## config.mk

```make
export PLATFORM = sky130hd
export DESIGN_NAME = lsb_index_find
export DESIGN_NICKNAME = d
export VERILOG_FILES = /design/src/rtl/lsb_pkg.sv /design/src/rtl/lsb_helpers.sv /design/src/rtl/lsb_low_enc.sv /design/src/rtl/lsb_high_enc.sv /design/src/rtl/lsb_index_find.sv
export SDC_FILE = /design/constraint.sdc
export NUM_CORES = 1
export LEC_CHECK = 0
export ABC_CLOCK_PERIOD_IN_PS = 4300
export BUFFER_PORTS_ARGS = -buffer_cell sky130_fd_sc_hd__buf_4
export CAP_MARGIN = 25
export CORE_MARGIN = 3
export CORE_UTILIZATION = 47
export DETAILED_ROUTE_END_ITERATION = 8
export PLACE_DENSITY = 0.9
export SLEW_MARGIN = 20
export SYNTH_ARGS = -nofsm -noshare
export SYNTH_HDL_FRONTEND = slang
export SYNTH_SLANG_ARGS = --single-unit
export TNS_END_PERCENT = 50
```

## constraint.sdc

```tcl
create_clock -name vclk -period 4.3
set_input_delay 0.215 -clock vclk [all_inputs]
set_output_delay 0.215 -clock vclk [all_outputs]
set_load 0.01 [all_outputs]
```

## src/rtl/lsb_pkg.sv

```systemverilog
package lsb_pkg;
    localparam int unsigned WORD_W_DEF   = 64;
    localparam int unsigned LOW_BITS_DEF = 2;

    function automatic bit is_pow2(input int unsigned n);
        return (n != 0) && ((n & (n - 1)) == 0);
    endfunction
endpackage

```

## src/rtl/lsb_helpers.sv

```systemverilog
module lsb_helpers #(
    parameter int unsigned W = lsb_pkg::WORD_W_DEF
) (
    input  logic [W-1:0] word_i,
    output logic [W-1:0] iso_o,
    output logic [W-1:0] mask_o
);
    logic [W-1:0] neg;

    always_comb begin
        neg    = ~word_i + W'(1);
        iso_o  = word_i & neg;
        mask_o = word_i | neg;
    end

    // the isolated vector carries exactly one 1 for a nonzero word
    always_comb begin
        if (word_i != '0)
            a_r1_iso_onehot: assert ($onehot(iso_o));
    end
endmodule

```

## src/rtl/lsb_low_enc.sv

```systemverilog
module lsb_low_enc #(
    parameter int unsigned W    = lsb_pkg::WORD_W_DEF,
    parameter int unsigned LOWB = lsb_pkg::LOW_BITS_DEF
) (
    input  logic [W-1:0]    iso_i,
    output logic [LOWB-1:0] idx_lo_o
);
    for (genvar k = 0; k < LOWB; k++) begin : g_bit
        logic [W-1:0] sel;
        for (genvar j = 0; j < W; j++) begin : g_pos
            if (((j >> k) & 1) == 1) begin : g_on
                assign sel[j] = iso_i[j];
            end else begin : g_off
                assign sel[j] = 1'b0;
            end
        end
        assign idx_lo_o[k] = |sel;
    end
endmodule

```

## src/rtl/lsb_high_enc.sv

```systemverilog
module lsb_high_enc #(
    parameter int unsigned W    = lsb_pkg::WORD_W_DEF,
    parameter int unsigned LOWB = lsb_pkg::LOW_BITS_DEF,
    localparam int unsigned IW  = $clog2(W),
    localparam int unsigned HIW = IW - LOWB
) (
    input  logic [W-1:0]   mask_i,
    output logic [HIW-1:0] idx_hi_o
);
    for (genvar h = 0; h < HIW; h++) begin : g_bit
        localparam int unsigned K   = h + LOWB;
        localparam int unsigned SEG = 1 << K;
        localparam int unsigned NT  = W >> (K + 1);
        logic [NT-1:0] term;
        // lowest 1 lies in an odd segment m: mask clear at m*SEG-1, set at (m+1)*SEG-1
        for (genvar t = 0; t < NT; t++) begin : g_term
            assign term[t] = ~mask_i[(2*t+1)*SEG-1] & mask_i[(2*t+2)*SEG-1];
        end
        assign idx_hi_o[h] = |term;
    end
endmodule

```

## src/rtl/lsb_index_find.sv

```systemverilog
module lsb_index_find #(
    parameter int unsigned W    = lsb_pkg::WORD_W_DEF,
    parameter int unsigned LOWB = lsb_pkg::LOW_BITS_DEF,
    localparam int unsigned IW  = $clog2(W)
) (
    input  logic [W-1:0]  word_i,
    output logic [IW-1:0] idx_o,
    output logic          zero_o
);
    logic [W-1:0]       iso, mask;
    logic [LOWB-1:0]    idx_lo;
    logic [IW-LOWB-1:0] idx_hi;

    initial begin
        if (!lsb_pkg::is_pow2(W) || LOWB >= IW)
            $error("lsb_index_find: W must be a power of two and LOWB below log2(W)");
    end

    lsb_helpers  #(.W(W))              u_help (.word_i(word_i), .iso_o(iso), .mask_o(mask));
    lsb_low_enc  #(.W(W), .LOWB(LOWB)) u_lo   (.iso_i(iso), .idx_lo_o(idx_lo));
    lsb_high_enc #(.W(W), .LOWB(LOWB)) u_hi   (.mask_i(mask), .idx_hi_o(idx_hi));

    assign idx_o  = {idx_hi, idx_lo};
    assign zero_o = ~mask[W-1];

    always_comb begin
        a_r2_zero_flag: assert (zero_o == (word_i == '0));
        if (zero_o)
            a_r2_zero_idx: assert (idx_o == '0);
        else begin
            a_r1_bit_set: assert (word_i[idx_o] == 1'b1);
            a_r4_below_clear: assert ((word_i & ((W'(1) << idx_o) - W'(1))) == '0);
        end
    end
endmodule

```

==> impl_results.md <==
* I/O Buffers at 71
* Row Count at 16
* Vias at 1712
* CP top delay family: simple AND/OR/NAND/NOR gates
* Sw frac at 48.2%
* WS Path Type: input pin to output port
* N_diodes at 0
* Final count of hold timing violations at 0
* Ys Warns at 0
* Clock power frac at 0%
* Routed vias/inst at 6.85
* Buffers & Inverters on Critical Path at 2
* Max VDD drop at 0.0674 mV
* Synth Instances at 154
* Core Util, Final at 78.0%
* Worst-path maximum fanout at 5
* Critical Path End Type: output port
* Area grow syn2layout at 54.1%
* Largest area contributor in the netlist: nor3_1
* Post-synth top area share at 8.40%
* DRC at 0
* Final Max Tran Viols at 0
* Int Pwr at 0.0576 mW
* Gr ovfl total at 0
* Crit start category: input pin
* Global placement routability congestion at 0.980
* Seq_cells at 0
* Share of cells above drive strength 1 at 37.2%
* Critical path's slowest cell: nor4_1
* Max Clk Rate at 374 MHz
* Pre-antenna DRT Iters at 5
* Required time worst endpoint at 4.09 ns
* Relative slew margins at 42.7%
* Logic pwr share at 100.0%
* DP Area at 1560 um2
* Seq/Total Area, Yosys at 0%
* CTS Hold Bufs at 0
* Place WS at 1.73 ns
* Avg WL per Cell at 16.9 um
* First-pass GRT wire length at 6.72 mm
* Total Nets Final at 289
* Chip Width at 52.4 um
* Status: completed
* Final min period at 2.67 ns
* Period utilization at 62.2%
* Pwr dens at 71.2 nW/um2
* Slowest stage delay, CP at 0.68 ns
* CP arrival at 2.46 ns
* Kind of path behind the tightest hold check: input pin to output port
* Vias in the first global route at 1494
* Routed WL at 4.23 mm
* CLK BUF at 0
* Worst-Margin Slew at 0.852 ns
* Final Power at 0.111 mW
* # IOs at 71
* Pin count of the biggest net entering global routing at 8
* Post-route cell area at 1560 um2
* Worst path cell trace: buf_4 > nor4_1 > nand4_1 > nor3_1 > and3_1 > nor2_1 > or4_1 > buf_4
* Psw at 0.0536 mW
* Average size of a mapped cell at 6.58 um2
* Unique masters post-synth at 46
* Cell leakage power at 0.613 nW
* CP most frequent cell: buf_4
* RSZ-0062 raised after global routing: no
* Overall global routing resource usage at 31.1%
* FF+latch area at 0 um2
* Die area at 2750 um2
* Post_cts resized at 0
* Cells taking the most area after synthesis: nor3_1 8.4%, nor4b_1 7.8%, nor2_1 7.4%
* DP HPWL at 3.65 mm
* Area of the multi-input gates at 965 um2
* Starting DRT DRC Count at 82
* Fillers at 174
* CORE AREA at 2000 um2
* Final setup TNS at 0 ns
* Max_cap viols at 0
* Chip height at 52.4 um
* Syn Nets at 218
* Finish-stage setup viols at 0
* Antenna violations before repair at 0
* Fin worst setup slack at 1.63 ns
* Antenna viol nets, final at 0
* Starting Density at 50.6%
* Sequential share of power at 0%
* Setup repair bufs after CTS at 0
* Cell area after synthesis at 1010 um2
-- worst paths after layout --
| check | slack [ns] | depth (start not counted) | to | start |
|---|---|---|---|---|
| worst min-delay path | 0.91 | 5 | idx_o[5] | word_i[31] |
| worst max-delay path | 1.63 | 8 | idx_o[3] | word_i[49] |
-- kinds of logic (layout without fill, tap and decap cells) --
family | after synthesis | after routing | share of synthesized area [%]
and+or+nand+nor | 103 | 103 | 64.6
AOI/OAI and AO/OA | 41 | 41 | 30.6
buffers and inverters | 10 | 79 | 4.82
-- synthesized netlist by cell type, types with 3 or more instances --
library cell and n:
a21oi_1 7, nor4_4 3, inv_1 8, nor4b_1 9, nand2_1 10, nor4_1 9
or4_1 3, nor3_1 17, nor2_1 20, o31a_1 3, o21ai_0 4, nand4_1 4
nand3_1 10
-- power groups by stage --
stage	combinational, mW	clock, mW	sequential [mW]
floorplan	0.0307	0	0
global route	0.120	0	0
detailed placement	0.109	0	0
CTS	0.109	0	0
global placement	0.105	0	0
finish	0.111	0	0
-- metrics by stage --
| stage | hold slack [ns] | instances |
|---|---|---|
| 2_1_floorplan | 0.648 | 154 |
| 3_3_place_gp | 0.889 | 250 |
| 3_5_place_dp | 0.910 | 250 |
| 4_1_cts | 0.910 | 250 |
| 5_1_grt | 0.937 | 250 |
| 6_report | 0.909 | 250 |
-- area by class of cell --
class                      count  share of cell area (%)
multi-input combinational    144                    61.8
inverter                       8                    1.92
tap                           27                    2.16
timing repair buffer          71                    34.1
-- layer usage --
| layer | share of wire [%] | track usage [%] |
|---|---|---|
| met1 | 40 | 42.6 |
| met2 | 48 | 51.2 |
| met4 | 1.1 | 4.68 |
| met3 | 11 | 5.41 |
| met5 | 0 | 0 |
-- cells in the final DEF (no fill, tap or decap), types with 3 or more instances in the layout --
master   instances
nor2_1          20
o21ai_0          4
buf_4           71
nor4_1           9
nor4b_1          9
nor4_4           3
nand4_1          4
nand2_1         10
nor3_1          17
o31a_1           3
or4_1            3
nand3_1         10
inv_1            8
a21oi_1          7
Power figures use the tool's default switching activity.
